[src/rtl/burst_seq_pkg.sv]
package burst_seq_pkg;
  typedef enum logic {
    ORD_LINEAR     = 1'b0,
    ORD_INTERLEAVE = 1'b1
  } burst_order_e;

  typedef enum logic [1:0] {
    CMD_HOLD  = 2'd0,
    CMD_LOAD  = 2'd1,
    CMD_DESEL = 2'd2,
    CMD_ADV   = 2'd3
  } burst_cmd_e;
endpackage

[src/rtl/burst_seq_ctrl.sv]
module burst_seq_ctrl
  import burst_seq_pkg::*;
(
  input  logic       clk,
  input  logic       rst_n,
  input  logic       clk_en_n,
  input  logic       adv_ld,
  input  logic       sel,
  output burst_cmd_e cmd,
  output logic       vld_q
);
  logic vld_d;

  always_comb begin
    if (clk_en_n)     cmd = CMD_HOLD;
    else if (!adv_ld) cmd = sel ? CMD_LOAD : CMD_DESEL;
    else if (vld_q)   cmd = CMD_ADV;
    else              cmd = CMD_HOLD;
  end

  always_comb begin
    vld_d = vld_q;
    case (cmd)
      CMD_LOAD:  vld_d = 1'b1;
      CMD_DESEL: vld_d = 1'b0;
      default:   vld_d = vld_q;
    endcase
  end

  always_ff @(posedge clk or negedge rst_n) begin
    if (!rst_n) vld_q <= 1'b0;
    else        vld_q <= vld_d;
  end

  // deselect drops valid, and a stray advance cannot raise it
  assert_desel_clears_R7: assert property (@(posedge clk) disable iff (!rst_n)
    (!clk_en_n && !adv_ld && !sel) |=> !vld_q);
  assert_no_adv_when_idle_R7: assert property (@(posedge clk) disable iff (!rst_n)
    (!clk_en_n && adv_ld && !vld_q) |=> !vld_q);
endmodule

[src/rtl/burst_beat_cnt.sv]
module burst_beat_cnt
  import burst_seq_pkg::*;
#(
  parameter int BEAT_W = 2
) (
  input  logic              clk,
  input  logic              rst_n,
  input  burst_cmd_e        cmd,
  input  logic [BEAT_W-1:0] load_start,
  output logic [BEAT_W-1:0] start_q,
  output logic [BEAT_W-1:0] beat_nxt
);
  logic [BEAT_W-1:0] beat_q, beat_d, start_d;

  assign beat_nxt = beat_q + 1'b1;

  always_comb begin
    beat_d  = beat_q;
    start_d = start_q;
    case (cmd)
      CMD_LOAD: begin
        beat_d  = '0;
        start_d = load_start;
      end
      CMD_ADV: beat_d = beat_nxt;
      default: ;
    endcase
  end

  always_ff @(posedge clk or negedge rst_n) begin
    if (!rst_n) begin
      beat_q  <= '0;
      start_q <= '0;
    end else begin
      beat_q  <= beat_d;
      start_q <= start_d;
    end
  end

  // beat count holds when no advance or load is issued
  assert_beat_hold_R6: assert property (@(posedge clk) disable iff (!rst_n)
    (cmd == CMD_HOLD || cmd == CMD_DESEL) |=> $stable(beat_q) && $stable(start_q));
  // a load restarts the beat count
  assert_beat_restart_R2: assert property (@(posedge clk) disable iff (!rst_n)
    (cmd == CMD_LOAD) |=> beat_q == '0);
endmodule

[src/rtl/burst_order_map.sv]
module burst_order_map
  import burst_seq_pkg::*;
#(
  parameter int BEAT_W = 2
) (
  input  burst_order_e      order,
  input  logic [BEAT_W-1:0] start,
  input  logic [BEAT_W-1:0] beat,
  output logic [BEAT_W-1:0] offset
);
  logic [BEAT_W-1:0] lin_off, il_off;

  assign lin_off = start + beat;

  genvar gi;
  generate
    for (gi = 0; gi < BEAT_W; gi++) begin : g_il_bit
      assign il_off[gi] = start[gi] ^ beat[gi];
    end
  endgenerate

  always_comb begin
    case (order)
      ORD_INTERLEAVE: offset = il_off;
      default:        offset = lin_off;
    endcase
  end
endmodule

[src/rtl/burst_addr_seq.sv]
module burst_addr_seq
  import burst_seq_pkg::*;
#(
  parameter int ADDR_W = 18,
  parameter int BEAT_W = 2
) (
  input  logic              clk,
  input  logic              rst_n,
  input  logic              clk_en_n,
  input  logic              adv_ld,
  input  logic              sel,
  input  logic              order_il,
  input  logic [ADDR_W-1:0] ext_addr,
  output logic [ADDR_W-1:0] cur_addr,
  output logic              burst_vld
);
  localparam int UP_W = ADDR_W - BEAT_W;

  burst_cmd_e        cmd;
  burst_order_e      order;
  logic [BEAT_W-1:0] start_q, beat_nxt, step_off;
  logic [ADDR_W-1:0] addr_q, addr_d;

  assign order = burst_order_e'(order_il);

  burst_seq_ctrl u_ctrl (
    .clk      (clk),
    .rst_n    (rst_n),
    .clk_en_n (clk_en_n),
    .adv_ld   (adv_ld),
    .sel      (sel),
    .cmd      (cmd),
    .vld_q    (burst_vld)
  );

  burst_beat_cnt #(.BEAT_W(BEAT_W)) u_cnt (
    .clk        (clk),
    .rst_n      (rst_n),
    .cmd        (cmd),
    .load_start (ext_addr[BEAT_W-1:0]),
    .start_q    (start_q),
    .beat_nxt   (beat_nxt)
  );

  burst_order_map #(.BEAT_W(BEAT_W)) u_map (
    .order  (order),
    .start  (start_q),
    .beat   (beat_nxt),
    .offset (step_off)
  );

  always_comb begin
    addr_d = addr_q;
    case (cmd)
      CMD_LOAD: addr_d = ext_addr;
      CMD_ADV:  addr_d = {addr_q[ADDR_W-1:BEAT_W], step_off};
      default:  addr_d = addr_q;
    endcase
  end

  always_ff @(posedge clk or negedge rst_n) begin
    if (!rst_n) addr_q <= '0;
    else        addr_q <= addr_d;
  end

  assign cur_addr = addr_q;

  // load captures the external address and validates the burst
  assert_load_capture_R2: assert property (@(posedge clk) disable iff (!rst_n)
    (!clk_en_n && !adv_ld && sel) |=> (cur_addr == $past(ext_addr)) && burst_vld);
  // disabled clock freezes outputs
  assert_enable_hold_R6: assert property (@(posedge clk) disable iff (!rst_n)
    clk_en_n |=> $stable(cur_addr) && $stable(burst_vld));
  // advance keeps the upper address bits
  assert_upper_fixed_R5: assert property (@(posedge clk) disable iff (!rst_n)
    (!clk_en_n && adv_ld && burst_vld) |=>
      cur_addr[ADDR_W-1:BEAT_W] == $past(cur_addr[ADDR_W-1:BEAT_W]));
  // linear order steps the low bits by one, modulo the burst length
  assert_linear_step_R3: assert property (@(posedge clk) disable iff (!rst_n)
    (!clk_en_n && adv_ld && burst_vld && !order_il) |=>
      cur_addr[BEAT_W-1:0] == $past(cur_addr[BEAT_W-1:0]) + 1'b1);
  // an advance without a valid burst leaves the address alone
  assert_idle_addr_R7: assert property (@(posedge clk) disable iff (!rst_n)
    (!clk_en_n && adv_ld && !burst_vld) |=> $stable(cur_addr));

  initial begin
    assert_width_ok: assert (UP_W >= 0);
  end
endmodule

[config.mk]
export PLATFORM = sky130hd
export DESIGN_NAME = burst_addr_seq
export DESIGN_NICKNAME = d
export VERILOG_FILES = /design/src/rtl/burst_seq_pkg.sv /design/src/rtl/burst_seq_ctrl.sv /design/src/rtl/burst_beat_cnt.sv /design/src/rtl/burst_order_map.sv /design/src/rtl/burst_addr_seq.sv
export SDC_FILE = /design/constraint.sdc
export NUM_CORES = 1
export LEC_CHECK = 0
export BUFFER_PORTS_ARGS = -buffer_cell sky130_fd_sc_hd__clkbuf_2
export CAP_MARGIN = 20
export CORE_MARGIN = 5
export CORE_UTILIZATION = 40
export CTS_CLUSTER_DIAMETER = 60
export DETAILED_ROUTE_END_ITERATION = 7
export PLACE_DENSITY_LB_ADDON = 0.12
export SETUP_SLACK_MARGIN = 0.2
export SLEW_MARGIN = 20
export SYNTH_ARGS = -nofsm -noshare
export SYNTH_HDL_FRONTEND = slang
export SYNTH_HIERARCHICAL = 1
export SYNTH_SLANG_ARGS = --single-unit
[constraint.sdc]
create_clock -name clk -period 2 [get_ports clk]
set_input_delay 0.3 -clock clk [delete_from_list [all_inputs] [get_ports clk]]
set_output_delay 0.3 -clock clk [all_outputs]
set_load 0.01 [all_outputs]
Word-level counts from Yosys, hierarchy flattened
Cells that the tools add are included.
{"block": "word_totals", "reg_bits": 23, "input_bits": 24, "output_inout_bits": 19, "wordCells": 24}
{"block": "op_classes", "n_addsub": 2, "n_eq_ne": 3, "muxes": 8, "bitwise": 3, "n_reduce_logical": 3}
{"op": "case mux 18 bit (2 select lines)", "count": 1}
{"op": "two-way mux 2 bit", "count": 5}
{"op": "equality test 2 bit (second input constant)", "count": 2}
{"op": "case mux 2 bit (2 select lines)", "count": 1}
{"op": "nonzero test 2 bit", "count": 2}
{"op": "adder 2 x 1 -> 2 bit (second input constant)", "count": 1}
{"op": "adder 2 bit", "count": 1}
{"op": "equality test 2 x 1 -> 1 bit (second input constant)", "count": 1}
{"op": "case mux 1 bit (2 select lines)", "count": 1}
{"op": "AND reduction 2 bit", "count": 1}
{"op": "XOR 1 bit", "count": 2}
{"op": "NOT 1 bit", "count": 1}

Logic depth before layout (Yosys ltp)
{"block": "logic_depth", "ltp_word": 6, "ltp_mapped": 6, "mapped_depth_nobuf": 6}

By module
Netlist, hierarchy kept.
{"module": "burst_addr_seq", "n_inst": 1, "cells_each": 43, "area_per_inst_um2": 743.2, "seq_area_each_um2": 450.4}
{"module": "burst_beat_cnt", "n_inst": 1, "cells_each": 15, "area_per_inst_um2": 181.4, "seq_area_each_um2": 100.1}
{"module": "burst_seq_ctrl", "n_inst": 1, "cells_each": 10, "area_per_inst_um2": 101.3, "seq_area_each_um2": 25.0}
{"module": "burst_order_map", "n_inst": 1, "cells_each": 4, "area_per_inst_um2": 36.3, "seq_area_each_um2": 0.0}

Worst setup path after synthesis
No wires, ideal clock.
{"block": "synth_timing", "kind": "reg2reg", "startpoint": "register u_ctrl.vld_q", "endpoint": "register addr_q[10], in the netlist cur_addr[10]", "setup_time_ps": 125, "arrival_time_ps": 1587, "required_time_ps": 1875, "path_slack_ps": 288, "stages_incl_launch_ff": 7, "path_buffers": 2, "synth_period_minus_slack_ps": 1712, "path_cell_list": "dfrtp_1 nand2_1 a21oi_1 nand2b_1 buf_6 buf_12 mux2_4"}
{"block": "synth_via", "elab_chain_len": 6, "elab_cells_between_ends": 7, "classes_between": "eq/ne (2); mux (3); bitwise (1); reduce/logical (1)"}
{"item": "start, declared", "line_no": "burst_seq_ctrl.sv:10", "text": "output logic vld_q"}
{"item": "start signal, assigned", "line_no": "burst_seq_ctrl.sv:32", "text": "else vld_q <= vld_d;"}
{"item": "two-way mux 2 bit *", "line_no": "burst_seq_ctrl.sv:17", "text": "else if (vld_q) cmd = CMD_ADV;"}
{"item": "two-way mux 2 bit *", "line_no": "burst_seq_ctrl.sv:16", "text": "else if (!adv_ld) cmd = sel ? CMD_LOAD : CMD_DESEL;"}
{"item": "two-way mux 2 bit *", "line_no": "burst_seq_ctrl.sv:15", "text": "if (clk_en_n) cmd = CMD_HOLD;"}
{"item": "named net cmd[0]", "line_no": "burst_addr_seq.sv:19", "text": "burst_cmd_e cmd;"}
{"item": "equality test 2 bit", "line_no": "burst_addr_seq.sv:54", "text": "case (cmd)"}
{"item": "NOT 1 bit (no source line)"}
{"item": "AND reduction 2 bit (no source line) *"}
{"item": "end signal, assigned", "line_no": "burst_addr_seq.sv:63", "text": "else addr_q <= addr_d;"}
{"item": "end, declared", "line_no": "burst_addr_seq.sv:22", "text": "logic [ADDR_W-1:0] addr_q, addr_d;"}
The timed path passes the listed nets; every way through them passes the cells marked *.
A chain may end at the register's enable or synchronous reset.

Worst setup path after layout
{"block": "layout_timing", "startpoint": "register u_ctrl.vld_q", "endpoint": "register addr_q[9], in the netlist cur_addr[9]"}
The elaborated chain is that of the path after synthesis.

==> implementation parameters <==
Parameter                              Value

Run status
  Result of the run    finished, final reports clean

Floorplan
  Die outline area    approximately 3800 sq um
  Initial Utilization    42.5%
  Top Ports    between 40 and 50
  Num rows    18
  Die Y-Extent    61.5 microns
  Chip width    61.5 microns
  Core ar.    ~2500 sq um

Critical path
  Endpoint type of the worst setup path    register
  Data arrival time of the critical path    between 1500 and 2000 ps
  Worst reg-to-reg path cell count    5
  Critical Path Source Type    register
  Maximum fanout along the worst path    10
  Crit Path Class    reg -> reg
  Worst EP required    2190 ps

Yosys
  Primary FF master, synth    sky130_fd_sc_hd__dfrtp_1
  Most repeated cell in the gate-level netlist after synthesis    sky130_fd_sc_hd__dfrtp_1
  Post-synthesis cell count    ~70
  Share of the synthesized area in the top cell type    54.2%
  Summed instance area of the synthesized netlist    ~1100 sq um
  Number of register bits inferred by synthesis    23
  Top area cells in the synthesized netlist    sky130_fd_sc_hd__dfrtp_1 (54%), sky130_fd_sc_hd__mux2_4 (14%), sky130_fd_sc_hd__mux2_2 (6.4%)
  Most area-hungry cell type in the Yosys netlist    sky130_fd_sc_hd__dfrtp_1
  Share of synthesized area occupied by flip-flops and latches    54.2%
  Number of synthesized flops with an enable pin    0
  Syn Area/Cell    14.8 sq um
  Net count after synthesis    98
  Fraction of synthesis flops using an asynchronous set or reset pin    100%
  Syn. warnings    6
  Count of cell types in the netlist    21
  Leading post-synthesis cells by instance count    sky130_fd_sc_hd__dfrtp_1 (23), sky130_fd_sc_hd__mux2_4 (10), sky130_fd_sc_hd__mux2_2 (6)

Timing
  Setup-failing EPs final    0
  Max Fclk    a little under 0.7 GHz
  Pin slew with the least headroom to its limit    approximately 560 ps
  Setup_tns    0 ps
  Final worst path period need    1480 ps
  Final period util    74.0%
  Unrepaired setup endpoints after global routing    no
  Final critical-path setup slack    519 ps
  Final count of pins violating max slew    0
  Fin. Hold Viols    0
  Skew final    11.6 ps
  Worst slew margin    62.5%

Layout
  Final layout net count    148
  Filler Cells Inserted    ~230
  Synthesis-to-layout area growth    26.7%
  Cell Count, Final, Fillers Out    151
  Diodes inserted    0
  Footprint of the flip-flops and latches    576 sq um
  Area used by multi-input combinational logic    444 sq um
  Fraction of final layout cells sized beyond drive strength 1    a little under three fifths

Placement
  Port Buffers    42
  Placed wire-length estimate after detailed placement    1580 microns
  Worst slack, placed    460 ps
  Routability congestion estimate    between 0.6 and 0.7
  Cell count after placement    roughly 150

Route
  Number of search-and-repair iterations in the first detailed-routing pass    2
  Drc violations    0
  Per-cell routed wire length    12.9 microns
  Antenna viol nets, final    0
  Overall via count from detail_route    701
  Total length of routed wires    1950 microns
  Detailed router's first-iteration violation count    26
  Drt via density    4.64

Clock tree
  Worst-skew pair later-pin latency    300 ps
  Clock H-tree levels    1
  Total clock buffers created by CTS    3
  Clock Sinks    23
  CTS tree    built
  Post CTS Setup Buffer Count    0
  Max Buffers Root-to-Sink    2
  Post-CTS clock slew at the launch and capture registers of the worst setup and hold paths    120 ps
  Buffer type at the clock tree root    sky130_fd_sc_hd__clkbuf_4

Global routing
  Via count of the first global-routing pass    772
  First-pass GRT wire length    3400 microns
  Pin count of the biggest net entering global routing    24
  Total congestion overflow    0
  GRT Resource Usage Total    12.0%
  Antenna violations before repair    0

Hold path
  Number of instances on the worst hold path    2
  Type of the most critical hold path    in -> reg

Pwr
  Worst VDD drop    around 0.60 mV
  Cell area power density    1140 nW/um^2
  Leak    0.713 nW
  Power consumption    1.53 mW

Job
  Max-capacitance violation count    0
[layer usage]
layer  wire length (microns)  vias to the layer above  GRT usage (%)
li1                        -                      344              -
met1                     812                      335           15.8
met2                     998                       20           19.4
met3                     122                        2           2.52
met4                      19                        0           4.55
met5                       0                        -              0
[cell families after synthesis]
group / share of synthesized area [%]
buf+inv: 4.00
mux: 26.4
compound gates: 3.06
simple gates: 7.54
xor+xnor: 2.47
flops: 54.2
fa+ha+maj: 2.36
[path summary, 6_finish.rpt]
kind | slack, ps | start | end
min in group asynchronous | 500 | rst_n | cur_addr[4]$_DFFE_PN0P_
min reg2reg | 520 | cur_addr[14]$_DFFE_PN0P_ | cur_addr[14]$_DFFE_PN0P_
min | 210 | ext_addr[4] | cur_addr[4]$_DFFE_PN0P_
max reg2reg | 520 | u_ctrl/vld_q$_DFFE_PN0P_ | cur_addr[9]$_DFFE_PN0P_
max | 520 | u_ctrl/vld_q$_DFFE_PN0P_ | cur_addr[9]$_DFFE_PN0P_
max in group asynchronous | 1110 | rst_n | u_cnt/beat_q[1]$_DFFE_PN0P_
[worst max-delay path, stage by stage (launching register included)]
cell and delay (ps):
sky130_fd_sc_hd__dfrtp_1 420, sky130_fd_sc_hd__nor2b_1 70, sky130_fd_sc_hd__nor3b_2 180, sky130_fd_sc_hd__nand2b_1 150, sky130_fd_sc_hd__buf_4 230, sky130_fd_sc_hd__mux2_4 310
[per-stage QoR]
step / hold slack (ps) / util, % / cell area (sq um)
6_report: 214 / 53.9 / 1350
3_5_place_dp: 315 / 52.4 / 1310
2_1_floorplan: 4.41 / - / 1060
5_1_grt: 199 / 53.9 / 1350
4_1_cts: 206 / 53.9 / 1350
3_3_place_gp: 315 / 52.4 / 1310
[final cells by class]
class | instances | share of cell area (%)
Inverter | 3 | 0.836
Clock buffer | 3 | 1.67
Clock inverter | 1 | 0.372
Multi-Input combinational cell | 44 | 33.0
Timing Repair Buffer | 47 | 18.6
Sequential cell | 23 | 42.8
Tap cell | 30 | 2.79
[repair_timing]
| item | in CTS | in global routing |
|---|---|---|
| endpoints found under the hold margin | 23 | 0 |
| hold buffers | 1 | 0 |
| gates resized for setup | 0 | 0 |
[power by group]
group	switching, mW	internal, mW	total [mW]
combinational	0.257	0.346	0.603
clock	0.128	0.0744	0.202
sequential	0.0982	0.627	0.725
total	0.483	1.05	1.53
[registers in the layout, summed over array words and instances, names as in the netlist]
register / flops
u_ctrl/vld_q: 1
cur_addr: 18
u_cnt/beat_q: 2
u_cnt/start_q: 2
[cell usage in the layout (no fill, tap or decap), types with 2 or more instances in the layout]
cell	netlist	final
sky130_fd_sc_hd__clkbuf_2	0	42
sky130_fd_sc_hd__dfrtp_1	23	23
sky130_fd_sc_hd__nand2_1	2	2
sky130_fd_sc_hd__nor2_1	2	2
sky130_fd_sc_hd__ha_1	2	2
sky130_fd_sc_hd__xnor2_1	2	2
sky130_fd_sc_hd__inv_1	3	3
sky130_fd_sc_hd__clkbuf_4	0	3
sky130_fd_sc_hd__nor2b_1	2	2
sky130_fd_sc_hd__buf_4	0	4
sky130_fd_sc_hd__mux2_1	2	2
sky130_fd_sc_hd__a21oi_1	3	3
sky130_fd_sc_hd__mux2_2	6	6
sky130_fd_sc_hd__mux2_4	10	10
sky130_fd_sc_hd__nand2b_1	3	3
sky130_fd_sc_hd__mux2i_1	4	4
No activity file was read; power rests on OpenSTA's default activity.
